**config.mk**
```make
export PLATFORM = sky130hd
export DESIGN_NAME = axrc_r_check
export DESIGN_NICKNAME = d
export VERILOG_FILES = /design/src/rtl/axrc_pkg.sv /design/src/rtl/axrc_r_check.sv
export SDC_FILE = /design/constraint.sdc
export NUM_CORES = 1
export LEC_CHECK = 0
export BUFFER_PORTS_ARGS = -buffer_cell sky130_fd_sc_hd__buf_2
export CORE_MARGIN = 10
export CORE_UTILIZATION = 35
export CTS_CLUSTER_DIAMETER = 150
export DETAILED_ROUTE_END_ITERATION = 8
export PLACE_DENSITY = 0.63
export SETUP_SLACK_MARGIN = 0.05
export SYNTH_ARGS = -nofsm -noshare
export SYNTH_HDL_FRONTEND = slang
export SYNTH_SLANG_ARGS = --single-unit
```
**constraint.sdc**
```tcl
create_clock -name clk_i -period 4.7 [get_ports clk_i]
set_clock_uncertainty 0.05 [all_clocks]
set_input_delay 1.175 -clock clk_i [delete_from_list [all_inputs] [get_ports clk_i]]
set_output_delay 1.175 -clock clk_i [all_outputs]
set_load 0.02 [all_outputs]
```
**src/rtl/axrc_pkg.sv**
```systemverilog
package axrc_pkg;
  typedef enum logic [1:0] {
    BURST_FIXED = 2'b00,
    BURST_INCR  = 2'b01,
    BURST_WRAP  = 2'b10
  } burst_e;

  localparam logic [1:0] RESP_OKAY = 2'b00;
endpackage

```
**src/rtl/axrc_r_check.sv**
```systemverilog
module axrc_r_check
  import axrc_pkg::*;
#(
  parameter int unsigned DATA_W = 32,
  parameter int unsigned ID_W   = 4,
  parameter int unsigned LEN_W  = 10,
  parameter int unsigned CNT_W  = 16,
  localparam int unsigned BPB   = DATA_W / 8,
  localparam int unsigned SZ    = $clog2(BPB),
  localparam int unsigned BW    = LEN_W - SZ + 1,
  localparam int unsigned LBW   = SZ + 1
) (
  input  logic              clk_i,
  input  logic              rst_ni,
  input  logic              fifo_empty_i,
  input  logic [ID_W-1:0]   head_id_i,
  input  logic [BW-1:0]     head_beats_i,
  input  logic [LBW-1:0]    head_lb_i,
  input  logic              ref_full_i,
  input  logic [DATA_W-1:0] ref_data_i,
  output logic [LBW-1:0]    need_o,
  output logic              consume_o,
  output logic              pop_o,
  input  logic              r_valid_i,
  output logic              r_ready_o,
  input  logic [DATA_W-1:0] r_data_i,
  input  logic [ID_W-1:0]   r_id_i,
  input  logic [1:0]        r_resp_i,
  input  logic              r_last_i,
  output logic              id_error_o,
  output logic              resp_error_o,
  output logic              data_error_o,
  output logic              protocol_error_o,
  output logic [CNT_W-1:0]  mismatch_cnt_o,
  output logic [CNT_W-1:0]  done_cnt_o
);
  logic [BW-1:0]  beat_q;
  logic           hs, is_last;
  logic [BPB-1:0] lane_bad;

  assign is_last   = (beat_q == head_beats_i - 1'b1);
  assign need_o    = is_last ? head_lb_i : LBW'(BPB);
  assign r_ready_o = !fifo_empty_i && ref_full_i;
  assign hs        = r_valid_i && r_ready_o;
  assign consume_o = hs;
  assign pop_o     = hs && is_last;

  for (genvar l = 0; l < BPB; l++) begin : g_cmp
    assign lane_bad[l] = (LBW'(l) < need_o) && (r_data_i[8*l +: 8] != ref_data_i[8*l +: 8]);
  end

  always_ff @(posedge clk_i or negedge rst_ni) begin
    if (!rst_ni) begin
      beat_q           <= '0;
      id_error_o       <= 1'b0;
      resp_error_o     <= 1'b0;
      data_error_o     <= 1'b0;
      protocol_error_o <= 1'b0;
      mismatch_cnt_o   <= '0;
      done_cnt_o       <= '0;
    end else begin
      id_error_o   <= hs && (r_id_i != head_id_i);
      resp_error_o <= hs && (r_resp_i != RESP_OKAY);
      if (pop_o)   beat_q <= '0;
      else if (hs) beat_q <= beat_q + 1'b1;
      if (hs && |lane_bad) begin
        data_error_o <= 1'b1;
        if (mismatch_cnt_o != '1) mismatch_cnt_o <= mismatch_cnt_o + 1'b1;
      end
      if (hs && (r_last_i != is_last)) protocol_error_o <= 1'b1;
      if (pop_o && done_cnt_o != '1) done_cnt_o <= done_cnt_o + 1'b1;
    end
  end

  a_r5_data_sticky: assert property (@(posedge clk_i) disable iff (!rst_ni)
    data_error_o |=> data_error_o);
  a_r8_protocol_sticky: assert property (@(posedge clk_i) disable iff (!rst_ni)
    protocol_error_o |=> protocol_error_o);
  a_r9_ready_needs_job: assert property (@(posedge clk_i) disable iff (!rst_ni)
    r_ready_o |-> !fifo_empty_i);
  a_r10_done_step: assert property (@(posedge clk_i) disable iff (!rst_ni)
    !pop_o |=> $stable(done_cnt_o));
endmodule

```
==> results.md, run 1 <==
- The run finished with clean final reports.
- The total grt overflow is 0.
- For this block, the via count after detailed routing is 2749.
- For the worst setup path, the data required time is 3.47 ns.
- The count of input and output buffers is 133.
- The synthesized design devotes to its leading area cell type 37.53% of total area.
- In the routed design, unresolved DRC markers number 0.
- The post-route setup TNS is 0 ns.
- In this run the critical register-to-register path is captured at mismatch_cnt_o[11]$_DFFE_PN0P_.
- The highest net fanout along the worst path is 12.
- The number of endpoints failing setup at the final stage is 0.
- Max-cap violations in this run came to 0.
- The maximum resistive drop on vdd is 0.0001289 V.
- Combinational cells account for 26.1% of the total power.
- The length of routed met2 wiring is 4032 um.
- Net switching is 33.55% of the power.
- The share of synthesized area spent on multiplexers is 1.501%.
- The actual transition at the worst max-transition pin is 1.018 ns.
- The synthesized instance count is 308.
- The classification of the worst setup path is in2out.
- The number of vias per cell is 5.007.
- Counting instances, the worst hold path has a depth of 1.
- The number of cells on the worst reg-to-reg path is 10.
- The placed wire-length estimate is 7128 um.
- The total nets after synthesis is 404.
- The signal on the critical path passes through buf_2, inv_1, ha_1, nor3_1, and3_1, o21ai_2, a211oi_4, and2_1, nand2b_1, buf_2.
- In this run the most critical hold path is launched from protocol_error_o$_DFFE_PN0P_.
- The TritonCTS clock tree is built.
- The area after detailed placement is 0.003766 sq mm.
- The remaining antenna violation count is 0.
- The number of H-tree levels is 2.
- The largest individual stage delay along the critical path comes from the cell sky130_fd_sc_hd__a211oi_4.
- The final count of pins violating max slew is 0.
- The first-pass GRT wire length is 13880 um.
- The number of optimization iterations in the first detailed-route pass is 4.
- In this run the tightest slew margin relative to its limit is 32.16%.
- The final number of hold-violating endpoints was 0.
- Sequential cells account for 49.3% of the total power.
- The post-cts sizing count is 0.
- The static leakage is 0.001889 uW.
- The dominant combinational cell family by area after synthesis is simple AND/OR/NAND/NOR gates.
- The slack of the worst reg-to-reg path is 1.92 ns.
- The post-synthesis simple-gate area fraction is 25.23%.
- The pin count of the biggest net entering global routing is 46.
- The highest metal layer carrying signal wires in the routed design is met4.
- Setup repair after global routing left no endpoint under its margin.
- Of the total synthesized cell area, the portion taken by XOR and XNOR cells is 22.48%.
- The via count of the first global-routing pass is 2947.
- The tree is rooted in a sky130_fd_sc_hd__clkbuf_8.
- The Yosys step of the flow raised 0 warnings.
- The die covers 0.01268 sq mm.
- The cell area after synthesis is 0.003000 sq mm.
- The number of violations reported at the end of detailed-routing iteration 0 is 126.
- The synthesized netlist devotes 8.674% of its cell area to compound gates.
- The clock insertion delay at the later pin of the skew report is 0.30 ns.
- The congestion estimate from routability-driven global placement came to 0.8505.
- The fraction of final layout cells sized beyond drive strength 1 is 36.04%.
- The routed design could run at a clock period as short as 4.415 ns.
- 0 antenna diodes ended up in the layout.
- The path with the worst hold slack has its endpoint at protocol_error_o$_DFFE_PN0P_.
- Yosys mapped the design onto 50 distinct sky130hd cell types.
- Power spread over the standard cell area amounts to 250.1 mW/mm^2.
- The most numerous cell type found on the critical path is sky130_fd_sc_hd__buf_2.
- The biggest area consumer among synthesized cells is sky130_fd_sc_hd__dfrtp_1.
- The height of the die is 112.6 um.
- Counting flops with a built-in enable in the synthesized netlist gives 0.
- Yosys attributes the largest share of cell area to sky130_fd_sc_hd__dfrtp_1, sky130_fd_sc_hd__xor2_1, sky130_fd_sc_hd__xnor2_1.
- For this run, asynchronously set or reset flops after synthesis account for 100.0%.
- The initialized floorplan defines 33 standard-cell rows.
- The flop and latch count out of synthesis is 45.
- Relative to the synthesized area, the layout overhead comes to 28.32%.
- The number of placed I/O pins is 134.
- The met3 layer wire length in the routed design is 869 um.
- The mean area per synthesized cell is 9.741 sq um.
- The critical path's largest stage delay is 0.35 ns.
- In this run the critical register-to-register path is launched from beat_q[6]$_DFFE_PN0P_.
- For this run, the leading register cell type out of synthesis is sky130_fd_sc_hd__dfrtp_1.
- The internal power component is 639.8 uW.
- The worst setup path is captured at an output pin.
- The part of the total power dissipated in the clock network is 24.6%.
- After layout, the worst path uses 93.93% of the clock period.
- The most common cell after layout, fill and taps aside is sky130_fd_sc_hd__buf_2.
- Sequential elements use 37.53% of the synthesized area.
- The startpoint type of the worst setup path is an input pin.
- The path type of the worst min-delay path is reg2reg.
- The post-detailed-route wirelength per cell is 15.66 um.
- The core region is 0.008299 sq mm.
- The number of antenna violations at the first check in global routing came to 0.
- The library cells used most frequently in the layout, excluding fill and tap cells, are sky130_fd_sc_hd__buf_2, sky130_fd_sc_hd__dfrtp_1, sky130_fd_sc_hd__xor2_1.
- The final non-filler cell area is 0.003850 sq mm.
- The initial cell density of the core is 36.15%.
- The number of buffers inserted by hold repair at cts is 0.
- The post-route met1 wirelength is 3553 um.
- The number of clock buffers added by TritonCTS is 5.
- The clock input transition at the sequential cells of the worst setup and hold paths is 0.07 ns.
- The maximum buffer depth of the clock tree is 2.
- The final wirelength is 8600 um.
- Static timing analysis puts the maximum clock frequency at 226.5 MHz.
- The clock net in this run drives a total of 45 sinks.
- The power dissipated by switching net loads is 323.1 uW.
- The floorplan step set the die width to 112.6 um.
- In the final design database the tool counted 539 nets.
- The number of buffers added for setup after CTS is 0.
- The aggregate global-route resource usage is 12.99%.
- The worst path arrival time is 3.19 ns.
- Summing the areas of all fa, ha and maj instances in the mapped netlist gives 1.668% of the synthesized area.
## stage by stage
stage          power [uW]  worst slack [ns]  util, %  cells  hold slack (ns)
6_report            962.9            0.2852    46.39    549           0.4223
5_1_grt              1021           0.08206    46.39    549           0.4559
4_1_cts             978.1            0.2808    46.39    549           0.4288
3_5_place_dp        737.0            0.2916    45.38    541           0.4015
3_3_place_gp        730.0            0.3552    45.38    541           0.3900
2_1_floorplan       622.1            0.5093        -    308           0.4373
## cells in the mapped netlist, types with 5 or more instances
master,count
sky130_fd_sc_hd__dfrtp_1,45
sky130_fd_sc_hd__xor2_1,44
sky130_fd_sc_hd__xnor2_1,33
sky130_fd_sc_hd__nand2_1,22
sky130_fd_sc_hd__nand3_1,22
sky130_fd_sc_hd__nor2_1,15
sky130_fd_sc_hd__nand4_1,11
sky130_fd_sc_hd__and3_1,10
sky130_fd_sc_hd__inv_1,9
sky130_fd_sc_hd__nor3_1,9
sky130_fd_sc_hd__nor4_1,9
sky130_fd_sc_hd__o21ai_0,8
sky130_fd_sc_hd__nor2b_1,5
sky130_fd_sc_hd__nor3_2,5
## state kept, by name, indices dropped and copies added (netlist names)
| register | cells |
|---|---|
| done_cnt_o | 16 |
| data_error_o | 1 |
| id_error_o | 1 |
| protocol_error_o | 1 |
| mismatch_cnt_o | 16 |
| beat_q | 9 |
| resp_error_o | 1 |
## worst max-delay path: cells and delay by family
kind | cells | cell delay [ns]
AND/OR/NAND/NOR | 4 | 0.88
buffers and inverters | 3 | 0.43
AO/OA/AOI/OAI | 2 | 0.43
adder cells (fa/ha/maj) | 1 | 0.27
## routing by layer
layer,up-vias,track usage (%)
met5,-,0
met4,0,3.976
met3,12,5.591
met2,123,22.24
met1,1264,14.19
li1,1350,-
## worst max path at each step
stage | startpoint | endpoint | slack, ns | depth (start not counted)
after floorplan | head_beats_i[1] | need_o[2] | 0.51 | 10
after global placement | head_beats_i[0] | need_o[2] | 0.36 | 10
after CTS | head_beats_i[0] | need_o[2] | 0.28 | 10
after global routing | head_beats_i[0] | need_o[2] | 0.08 | 10
final | head_beats_i[0] | need_o[2] | 0.29 | 10
after detailed placement | head_beats_i[0] | need_o[2] | 0.29 | 10
## cells by family (layout without fill, tap and decap cells)
family,count (synthesis),in the layout
AO/OA/AOI/OAI,31,31
multiplexers,4,4
flip-flops,45,45
XOR/XNOR,77,77
adder cells (fa/ha/maj),4,4
AND/OR/NAND/NOR,130,130
buffers and inverters,17,153
## power groups by stage
stage | registers, uW | clock network (uW) | logic [uW]
2_1_floorplan | 497 | 0 | 125
3_3_place_gp | 480 | 0 | 250
3_5_place_dp | 482 | 0 | 255
4_1_cts | 474 | 247 | 256
5_1_grt | 481 | 260 | 280
6_report | 475 | 237 | 251
## area by class of cell
type,count,area (sq um)
flip-flops and latches,45,1126
well taps,105,131.4
multi-input cells,246,1787
fillers,805,4449
inverters,9,33.78
clock inverters,1,7.507
clock buffers,7,76.32
repair buffers,136,688.2
Note: power is estimated with default switching activity, not from simulation.
==> inputs of run 2 (changes only) <==
--- a/config.mk
+++ b/config.mk
@@ -6,11 +6,14 @@
 export NUM_CORES = 1
 export LEC_CHECK = 0
 export BUFFER_PORTS_ARGS = -buffer_cell sky130_fd_sc_hd__buf_2
+export CELL_PAD_IN_SITES_DETAIL_PLACEMENT = 0
+export CELL_PAD_IN_SITES_GLOBAL_PLACEMENT = 2
 export CORE_MARGIN = 10
-export CORE_UTILIZATION = 35
+export CORE_UTILIZATION = 27
 export CTS_CLUSTER_DIAMETER = 150
 export DETAILED_ROUTE_END_ITERATION = 8
-export PLACE_DENSITY = 0.63
+export PLACE_DENSITY = 0.81
+export REMOVE_ABC_BUFFERS = 1
 export SETUP_SLACK_MARGIN = 0.05
 export SYNTH_ARGS = -nofsm -noshare
 export SYNTH_HDL_FRONTEND = slang
==> results.md, run 2 (synthesis results as in run 1) <==
- The number of placed I/O pins was 134 (unchanged).
- The initial cell density of the core came to 27.68% (-8.5 points).
- The slack of the worst reg-to-reg path was 1.86 ns (-0.06 ns).
- The end of the worst register-to-register path is mismatch_cnt_o[15]$_DFFE_PN0P_.
- The area of the multi-input gates is 0.001787 sq mm (unchanged).
- The number of antenna violations at the first check in global routing is 1 (+1).
- The path type of the worst min-delay path is reg2reg.
- The post-layout utilization of the core was 36.02% (-10 points).
- In the layout the commonest cells are sky130_fd_sc_hd__buf_2, sky130_fd_sc_hd__dfrtp_1, sky130_fd_sc_hd__xor2_1.
- In this run the most critical hold path is launched from protocol_error_o$_DFFE_PN0P_.
- The share of the cycle needed by the critical path after routing came to 92.93% (-1.0 points).
- The number of cells on the worst reg-to-reg path is 9 (-1).
- The post-place setup slack came to 0.3477 ns (+0.05608 ns).
- The critical path is of the in2out type.
- The number of buffers added for setup after CTS is 0 (unchanged).
- The via count of the first global-routing pass is 2979 (+1.1%).
- The number of vias per cell was 4.648 (-7.2%).
- The number of optimization iterations in the first detailed-route pass is 4 (unchanged).
- The clock input transition at the sequential cells of the worst setup and hold paths is 0.09 ns (+0.02 ns).
- The final count of pins violating max slew is 0 (unchanged).
- The maximum buffer depth of the clock tree is 2 (unchanged).
- The worst hold path cell count is 1 (unchanged).
- The die footprint is 0.01573 sq mm (+24%).
- The area added between synthesis and finish is 30.15%.
- The post-cts sizing count is 0 (unchanged).
- The tree is rooted in a sky130_fd_sc_hd__clkbuf_8.
- The critical path's largest stage delay is 0.44 ns (+0.09 ns).
- The number of buffers inserted by hold repair at cts is 0 (unchanged).
- The area occupied by registers is 0.001126 sq mm (unchanged).
- The worst hold margin is 0.4147 ns (-0.007574 ns).
- STA classifies the critical path startpoint as an input pin.
- The total number of placement rows is 38 (+15%).
- The clock insertion delay at the later pin of the skew report is 0.31 ns (about the same).
- The final wirelength was 9137 um (+6.2%).
- The filler cell count in the final layout came to 1127 (+40%).
- The number of clock sinks seen by CTS is 45 (unchanged).
- The horizontal die dimension is 125.4 um (+11%).
- The maximum resistive drop on vdd was 0.0001231 V (-4.5%).
- The critical path launch point is head_beats_i[0].
- The library cell contributing the largest single delay on the critical path is sky130_fd_sc_hd__a211oi_4.
- The pin count of the biggest net entering global routing came to 39 (-15%).
- The post-route setup TNS came to 0 ns (unchanged).
- The worst path arrival time is 3.14 ns (-0.05 ns).
- The height of the die is 125.4 um (+11%).
- Setup repair after global routing left no endpoint under its margin.
- Among cell families on the critical path, the largest total delay comes from simple AND/OR/NAND/NOR gates.
- The most common cell after layout, fill and taps aside is sky130_fd_sc_hd__buf_2.
- The number of diodes added for antenna fixing is 0 (unchanged).
- The final critical-path required period came to 4.368 ns (-0.04722 ns).
- The number of H-tree levels was 2 (unchanged).
- The worst hold path terminates at protocol_error_o$_DFFE_PN0P_.
- The areal power density over the cells came to 248.9 mW/mm^2 (-0.47%).
- The maximum clock frequency was 229.0 MHz (+1.1%).
- The aggregate global-route resource usage is 11.28% (-1.7 points).
- The total grt overflow is 0 (unchanged).
- The number of buffers added by the clock tree synthesis step is 5 (unchanged).
- The highest net fanout along the worst path is 12 (unchanged).
- The post-detailed-route wirelength per cell was 15.62 um (-0.29%).
- The actual transition at the worst max-transition pin is 0.6972 ns (-0.3204 ns).
- The static leakage is 0.001893 uW (+0.20%).
- The remaining antenna violation count came to 0 (unchanged).
- By instance count, the cell type seen most on the critical path is sky130_fd_sc_hd__buf_2.
- The fraction of final layout cells sized beyond drive strength 1 is 36.40% (+0.37 points).
- The run finished with clean final reports.
- The worst-case headroom to the max-slew limit is 52.91% (+21 points).
- The number of violations reported at the end of detailed-routing iteration 0 is 74 (-41%).
- The TritonCTS clock tree is built.
- The buffer and inverter count on the worst path came to 3 (unchanged).
- The first-pass GRT wire length is 14750 um (+6.3%).
- The count of max-cap constraint violations is 0 (unchanged).
- The signal on the critical path passes through buf_2, inv_1, ha_1, nor3_1, and3_1, o21ai_2, a211oi_4, and2_1, nand2b_1, buf_2.
- The count of input and output buffers was 133 (unchanged).
- The largest registers in the layout are done_cnt_o: 16 flops, mismatch_cnt_o: 16 flops, beat_q: 9 flops.
- The final setup slack of the worst path is 0.3324 ns (+0.04722 ns).
- The global placement routability congestion is 0.7550 (-11%).
- The core area came to 0.01084 sq mm (+31%).
- The required time at the endpoint of the critical path is 3.47 ns (about the same).
- The via count of the routed design is 2719 (-1.1%).
- The worst register-to-register path begins at beat_q[6]$_DFFE_PN0P_.
- The layout net count is 540 (+0.19%).
- The number of endpoints failing setup at the final stage is 0 (unchanged).
- STA classifies the critical path endpoint as an output pin.
- The DRC violation count after routing was 0 (unchanged).
- The final number of hold-violating endpoints is 0 (unchanged).
- The placed wire-length estimate came to 7659 um (+7.5%).
[run 2: metal layers]
layer / up-vias / global-route usage (%) / share of wire [%]
li1: 1360 / - / -
met1: 1234 / 12.82 / 42
met2: 114 / 18.24 / 46
met3: 9 / 5.492 / 10
met4: 2 / 3.591 / 1.3
met5: - / 0 / 0.14
[run 2: worst max path at each step]
stage / to / slack (ns) / depth (start not counted)
final: need_o[2] / 0.33 / 10
after global routing: need_o[2] / 0.15 / 10
after CTS: need_o[2] / 0.33 / 10
after detailed placement: need_o[2] / 0.35 / 10
after global placement: need_o[2] / 0.40 / 10
after floorplan: need_o[2] / 0.78 / 8
[run 2: stage by stage]
step | instance area, sq um | total power, uW | cells
after global routing | 3905 | 1036 | 585
after floorplan | 2947 | 618.8 | 300
final | 3905 | 972.1 | 585
after detailed placement | 3817 | 734.9 | 577
after CTS | 3905 | 986.2 | 585
after global placement | 3817 | 731.9 | 577
[run 2: worst register-to-register path: stages, from the launching register on]
cell,delay [ns]
sky130_fd_sc_hd__dfrtp_1,0.44
sky130_fd_sc_hd__xnor2_1,0.37
sky130_fd_sc_hd__and3_1,0.24
sky130_fd_sc_hd__o21ai_2,0.08
sky130_fd_sc_hd__a211oi_4,0.44
sky130_fd_sc_hd__and4b_1,0.38
sky130_fd_sc_hd__o21ai_2,0.07
sky130_fd_sc_hd__buf_4,0.20
sky130_fd_sc_hd__nor4_1,0.35
sky130_fd_sc_hd__xor2_1,0.18
[run 2: layout make-up]
class | instances | area share [%]
multi-input combinational | 246 | 45.75
sequential | 45 | 28.84
timing repair buffer | 137 | 17.81
tap | 140 | 4.486
clock buffer | 6 | 1.858
inverter | 9 | 0.8651
clock inverter | 2 | 0.3845
[run 2: report_power, final]
group / leakage, uW / internal [uW] / total, uW / switching (uW)
Clock: 0.0000374 / 105 / 250 / 145
Sequential: 0.000588 / 422 / 471 / 49.1
Combinational: 0.00127 / 112 / 251 / 139
Total: 0.00189 / 639 / 972 / 333
